**src/rtl/swd_pkg.sv**
```systemverilog
package swd_pkg;
    typedef enum logic [2:0] {
        ST_MON  = 3'd0,
        ST_CLS  = 3'd1,
        ST_REQ  = 3'd2,
        ST_WIN  = 3'd3,
        ST_DONE = 3'd4
    } swd_state_e;

    // failed-switch codes (decoded by the fault handler downstream)
    localparam logic [2:0] SW_NONE    = 3'd0;
    localparam logic [2:0] SW_UP_SLOW = 3'd1;
    localparam logic [2:0] SW_UP_FAST = 3'd2;
    localparam logic [2:0] SW_LO_FAST = 3'd3;
    localparam logic [2:0] SW_LO_SLOW = 3'd4;
    localparam logic [2:0] SW_MID_LO  = 3'd5;
    localparam logic [2:0] SW_MID_HI  = 3'd6;

    localparam logic [1:0] LEG_NONE = 2'd0;
    localparam logic [1:0] LEG_A    = 2'd1;
    localparam logic [1:0] LEG_B    = 2'd2;
    localparam logic [1:0] LEG_C    = 2'd3;
endpackage

```
**src/rtl/swd_sector_map.sv**
```systemverilog
module swd_sector_map
    import swd_pkg::*;
(
    input  logic [2:0] sect,
    output logic       valid,
    output logic [1:0] leg,
    output logic       upper
);
    // sector of centre angle -> leg and side
    always_comb begin
        valid = (sect < 3'd6);
        upper = sect[0];
        case (sect)
            3'd0, 3'd3: leg = LEG_A;
            3'd2, 3'd5: leg = LEG_B;
            3'd1, 3'd4: leg = LEG_C;
            default:    leg = LEG_NONE;
        endcase
    end
endmodule

```
**src/rtl/swd_dev_mon.sv**
```systemverilog
module swd_dev_mon #(
    parameter int W      = 16,
    parameter int CONF_N = 2
) (
    input  logic         clk,
    input  logic         rst_n,
    input  logic         clr,
    input  logic         arm,
    input  logic         smp_vld,
    input  logic [W-1:0] rad_in,
    input  logic [W-1:0] rad_nom,
    input  logic [W-1:0] rad_tol,
    input  logic         sect_ok,
    output logic         confirm
);
    localparam int CNTW = $clog2(CONF_N + 1);
    localparam logic [CNTW-1:0] NEED = CNTW'(CONF_N - 1);
    localparam logic [CNTW-1:0] CMAX = CNTW'(CONF_N);

    logic [W-1:0]    diff;
    logic            dev;
    logic [CNTW-1:0] run_cnt;

    always_comb begin
        diff = (rad_in >= rad_nom) ? (rad_in - rad_nom) : (rad_nom - rad_in);
        dev  = (diff > rad_tol);
    end

    assign confirm = arm && smp_vld && dev && sect_ok && (run_cnt >= NEED);

    always_ff @(posedge clk) begin
        if (!rst_n || clr || !arm) begin
            run_cnt <= '0;
        end else if (smp_vld) begin
            if (!dev)
                run_cnt <= '0;
            else if (run_cnt != CMAX)
                run_cnt <= run_cnt + 1'b1;
        end
    end
endmodule

```
**src/rtl/swd_spike_det.sv**
```systemverilog
module swd_spike_det #(
    parameter int W = 16
) (
    input  logic         clk,
    input  logic         rst_n,
    input  logic         cap,
    input  logic         upper,
    input  logic [W-1:0] phase_i,
    input  logic [W-1:0] spk_thr,
    output logic         spike
);
    logic        [W-1:0] base_q;
    logic signed [W:0]   delta;
    logic signed [W:0]   ndelta;
    logic        [W:0]   amag;

    always_ff @(posedge clk) begin
        if (!rst_n)
            base_q <= '0;
        else if (cap)
            base_q <= phase_i;
    end

    always_comb begin
        delta  = $signed({phase_i[W-1], phase_i}) - $signed({base_q[W-1], base_q});
        ndelta = -delta;
        amag   = delta[W] ? $unsigned(ndelta) : $unsigned(delta);
        if (upper)
            spike = (amag > {1'b0, spk_thr});
        else
            spike = !ndelta[W] && ($unsigned(ndelta) > {1'b0, spk_thr});
    end
endmodule

```
**src/rtl/swd_seq.sv**
```systemverilog
module swd_seq
    import swd_pkg::*;
#(
    parameter int W       = 16,
    parameter int CONF_N  = 2,
    parameter int WIN_LEN = 8,
    parameter int ACK_TO  = 16
) (
    input  logic         clk,
    input  logic         rst_n,
    input  logic         clr,
    input  logic         smp_vld,
    input  logic [W-1:0] rad_in,
    input  logic [2:0]   ctr_sect,
    input  logic [W-1:0] ctr_mag,
    input  logic [W-1:0] rad_nom,
    input  logic [W-1:0] rad_tol,
    input  logic [W-1:0] ctr_thr,
    input  logic [W-1:0] spk_thr,
    input  logic [W-1:0] phase_i,
    input  logic         inj_ack,
    output logic         flt,
    output logic [2:0]   sw_code,
    output logic [1:0]   flt_leg,
    output logic         inj_req,
    output logic         inj_upper
);
    localparam int TMAX = (ACK_TO > WIN_LEN) ? ACK_TO : WIN_LEN;
    localparam int CW   = $clog2(TMAX + 1);
    localparam logic [CW-1:0] ACK_LAST = CW'(ACK_TO - 1);
    localparam logic [CW-1:0] WIN_LAST = CW'(WIN_LEN - 1);

    swd_state_e   st, nxt;
    logic [2:0]   nxt_code;
    logic [2:0]   code_q;
    logic [1:0]   leg_q;
    logic         flt_q, upper_q, outer_q;
    logic [CW-1:0] cnt;

    logic         sect_ok, map_upper, confirm, spike;
    logic [1:0]   map_leg;

    swd_sector_map u_map (
        .sect  (ctr_sect),
        .valid (sect_ok),
        .leg   (map_leg),
        .upper (map_upper)
    );

    swd_dev_mon #(.W(W), .CONF_N(CONF_N)) u_dev (
        .clk     (clk),
        .rst_n   (rst_n),
        .clr     (clr),
        .arm     (st == ST_MON),
        .smp_vld (smp_vld),
        .rad_in  (rad_in),
        .rad_nom (rad_nom),
        .rad_tol (rad_tol),
        .sect_ok (sect_ok),
        .confirm (confirm)
    );

    swd_spike_det #(.W(W)) u_spk (
        .clk     (clk),
        .rst_n   (rst_n),
        .cap     ((st == ST_REQ) && inj_ack),
        .upper   (upper_q),
        .phase_i (phase_i),
        .spk_thr (spk_thr),
        .spike   (spike)
    );

    // next state and decided code
    always_comb begin
        nxt      = st;
        nxt_code = code_q;
        unique case (st)
            ST_MON: begin
                if (confirm) nxt = ST_CLS;
            end
            ST_CLS: begin
                if (outer_q) begin
                    nxt = ST_REQ;
                end else begin
                    nxt      = ST_DONE;
                    nxt_code = upper_q ? SW_MID_HI : SW_MID_LO;
                end
            end
            ST_REQ: begin
                if (inj_ack) begin
                    nxt = ST_WIN;
                end else if (cnt == ACK_LAST) begin
                    nxt      = ST_DONE;
                    nxt_code = upper_q ? SW_UP_FAST : SW_LO_FAST;
                end
            end
            ST_WIN: begin
                if (spike) begin
                    nxt      = ST_DONE;
                    nxt_code = upper_q ? SW_UP_SLOW : SW_LO_SLOW;
                end else if (cnt == WIN_LAST) begin
                    nxt      = ST_DONE;
                    nxt_code = upper_q ? SW_UP_FAST : SW_LO_FAST;
                end
            end
            ST_DONE: begin
                nxt = ST_DONE;
            end
        endcase
    end

    // state register
    always_ff @(posedge clk) begin
        if (!rst_n || clr)
            st <= ST_MON;
        else
            st <= nxt;
    end

    // output and bookkeeping registers
    always_ff @(posedge clk) begin
        if (!rst_n || clr) begin
            flt_q   <= 1'b0;
            leg_q   <= LEG_NONE;
            upper_q <= 1'b0;
            outer_q <= 1'b0;
            code_q  <= SW_NONE;
            cnt     <= '0;
        end else begin
            if (st == ST_MON && nxt == ST_CLS) begin
                flt_q   <= 1'b1;
                leg_q   <= map_leg;
                upper_q <= map_upper;
                outer_q <= (ctr_mag >= ctr_thr);
            end
            code_q <= nxt_code;
            if (nxt != st)
                cnt <= '0;
            else if (st == ST_REQ || st == ST_WIN)
                cnt <= cnt + 1'b1;
        end
    end

    assign flt       = flt_q;
    assign sw_code   = code_q;
    assign flt_leg   = leg_q;
    assign inj_req   = (st == ST_REQ) || (st == ST_WIN);
    assign inj_upper = upper_q;
endmodule

```
**config.mk**
```make
export PLATFORM = sky130hd
export DESIGN_NAME = swd_seq
export DESIGN_NICKNAME = d
export VERILOG_FILES = /design/src/rtl/swd_pkg.sv /design/src/rtl/swd_sector_map.sv /design/src/rtl/swd_dev_mon.sv /design/src/rtl/swd_spike_det.sv /design/src/rtl/swd_seq.sv
export SDC_FILE = /design/constraint.sdc
export NUM_CORES = 1
export LEC_CHECK = 0
export ABC_AREA = 1
export ABC_CLOCK_PERIOD_IN_PS = 4400
export BUFFER_PORTS_ARGS = -buffer_cell sky130_fd_sc_hd__buf_2
export CORE_MARGIN = 2
export CORE_UTILIZATION = 25
export DETAILED_ROUTE_END_ITERATION = 8
export PLACE_DENSITY = 0.43
export SYNTH_ARGS = -nofsm -noshare
export SYNTH_HDL_FRONTEND = slang
export SYNTH_SLANG_ARGS = --single-unit
export TNS_END_PERCENT = 30
```
**constraint.sdc**
```tcl
create_clock -name clk -period 4.4 [get_ports clk]
set_input_delay 0.88 -clock clk [delete_from_list [all_inputs] [get_ports clk]]
set_output_delay 0.88 -clock clk [all_outputs]
set_load 0.02 [all_outputs]
```
==> run metrics <==
DRT Pass-1 Iters=4; crit path launch type=primary input; vias in the first global route=6,911; most frequent cells in the layout=nand2_1 (228), inv_1 (218), buf_2 (126), ha_1 (111), buf_4 (98); sequential area share after synthesis=0.105; hold slack=0.457 ns; die width=between 150 and 200 um; WL final=19,000 um; area occupied by multi-input gates=0.00516 mm2; Clock Sink Count=34; pin count of the biggest net entering global routing=34; DRC errors left=0; via density per instance=4.32; max-cap violation count=0; Area growth, synth to finish=34.4%; Routed Antenna Nets=0; Crit-path slowest cell=fa_2; clock slew at reported path FFs=0.06 ns; Critical Path RT=4.63 ns; storage element area=between 600 and 700 um2; Max-slew headroom=0.355; number of buffers created by CTS=5; RSZ-0062 raised after global routing=yes; CTS tree=built; setup violators final=0; most common cell after layout, fill and taps aside=nand2_1; f_max=234 MHz; WP data arrival=4.50 ns; Critical Path Max Stage Delay=0.40 ns; PD cells=199 mW/mm2; Syn. warnings=0; Worst-Skew Late Latency=~0.29 ns; post-route cell area=0.00875 mm2; Worst IR Drop VDD=0.185 mV; synthesized netlist cell count=1,073; routed len/inst=11.6 um; Die ar.=roughly 0.027 mm2; Die Ht=approximately 170 um; IO Pins=128; root buf cell=clkbuf_16; Overflow after GRT=0; fill cell total of the finished layout=2,949; Crit Path Max Fanout=7; Initial Util=0.252; first-pass GRT wire length=between 30,000 and 40,000 um; Nets=1,537; skew final=0.00726 ns; fin. max-slew vios=0; Clock Tree Buf Depth=2; Min Clock Period, post-route=4.27 ns; H-tree levels=2; core box area=0.0258 mm2; kind of critical path=in -> reg; syn nets=1,312; Placement Rows=59; Port Buf Inserts=127; final hold violations=0; period utilization=0.970; antenna cell count=0; Hold Crit Class=reg -> reg; vias post-DR=7,053; DP Wirelength=16,900 um; crit-path leading delay family=simple AND/OR/NAND/NOR gates; synthesized area per cell=6.06 um2; RePlAce Congestion=~0.84; worst-margin pin slew=around 0.97 ns; Lkg Pwr=4.72 nW; synth unique cells=50; DRT iter0 DRCs=332; CP Capture Type=flip-flop; status=finished, final reports clean; CP bufs+invs=7; Netlist Area Pre-Place=0.00650 mm2; initial antenna violation count=0; #FFs+latches synth=34; share of cells above drive strength 1=0.261; Area after DPL=0.00823 mm2; GR Util All Layers=0.144
[per-stage QoR]
step           setup TNS [ns]  utilization  setup slack [ns]  power [mW]  std cells
2_1_floorplan               0            -             0.314       0.890       1073
3_3_place_gp            -4.07        0.318            -0.324        1.22       1619
3_5_place_dp            -3.80        0.318            -0.302        1.22       1619
4_1_cts                     0        0.326           0.00639        1.73       1627
5_1_grt                -0.990        0.338            -0.154        1.92       1634
6_report                    0        0.338             0.133        1.74       1634
[final timing paths]
| path | from | endpoint | slack [ns] | cells after the start |
|---|---|---|---|---|
| hold reg to reg | u_spk.base_q[13]$_SDFFE_PN0P_ | u_spk.base_q[13]$_SDFFE_PN0P_ | 0.46 | 2 |
| setup reg to reg | u_spk.base_q[0]$_SDFFE_PN0P_ | cnt[3]$_SDFFE_PP0N_ | 0.47 | 27 |
| setup / recovery | phase_i[0] | cnt[3]$_SDFFE_PP0N_ | 0.13 | 29 |
| hold / removal | u_spk.base_q[13]$_SDFFE_PN0P_ | u_spk.base_q[13]$_SDFFE_PN0P_ | 0.46 | 2 |
[worst min-delay path: cells and delay by family, from the launching register on]
family / cells / cell delay, ns
compound gates: 1 / 0.06
buf+inv: 1 / 0.06
flops: 1 / 0.30
[sequential cells by signal, indices dropped and copies added (netlist names)]
| name | count |
|---|---|
| inj_upper | 1 |
| outer_q | 1 |
| sw_code | 3 |
| cnt | 5 |
| flt_leg | 2 |
| u_dev.run_cnt | 2 |
| u_spk.base_q | 16 |
| st | 3 |
| flt | 1 |
[logic make-up after synthesis]
logic type	count (synthesis)	synth area share
simple gates	444	0.299
buf+inv	241	0.141
fa+ha+maj	119	0.232
compound gates	205	0.177
xor+xnor	29	0.0442
flops	34	0.105
mux	1	0.00154
[metal layers]
layer,share of wire,wire length [um],global-route usage,vias to the layer above
met5,0,0,0,-
met4,0.011,202,0.0235,0
met3,0.032,603,0.0160,15
met2,0.45,8640,0.248,103
met1,0.50,9580,0.195,3044
li1,-,-,-,3891
[cells in the mapped netlist, drive strengths merged]
library cell / instances / area share
nor3: 10 / 0.010
a21o: 3 / 0.0035
a221oi: 1 / 0.0013
nand4: 21 / 0.020
nor2: 97 / 0.062
nand3b: 5 / 0.0058
a31oi: 1 / 0.00096
o21bai: 6 / 0.0069
inv: 231 / 0.13
o21a: 6 / 0.0069
a21oi: 92 / 0.074
buf: 5 / 0.0052
fa: 3 / 0.0092
clkbuf: 5 / 0.0029
o221ai: 1 / 0.0013
ha: 116 / 0.22
and2: 2 / 0.0019
nor4: 1 / 0.00096
o21ai: 82 / 0.066
mux2i: 1 / 0.0015
nand3: 50 / 0.041
or2: 2 / 0.0019
nand2: 255 / 0.15
xor2: 16 / 0.023
o2111ai: 1 / 0.0013
xnor2: 13 / 0.022
nor3b: 1 / 0.0012
o311ai: 3 / 0.0040
dfxtp: 34 / 0.10
a21boi: 2 / 0.0023
o211ai: 7 / 0.0088
[what timing repair did]
item,CTS,global route
setup buffers,0,7
setup endpoints to repair,1,18
resized for setup,1,75
hold buffers,0,0
pin swaps,0,39
[layout make-up]
class | count | share of cell area
clock buffer | 5 | 0.0143
multi-input combinational | 798 | 0.590
clock inverter | 3 | 0.00787
sequential | 34 | 0.0778
inverter | 231 | 0.0994
tap | 335 | 0.0479
timing repair buffer | 228 | 0.163
[where the power goes]
part / internal (mW) / switching [mW] / total [mW]
clock: 0.326 / 0.161 / 0.487
sequential: 0.310 / 0.00194 / 0.312
combinational: 0.415 / 0.527 / 0.942
No activity file was read; power rests on OpenSTA's default activity.
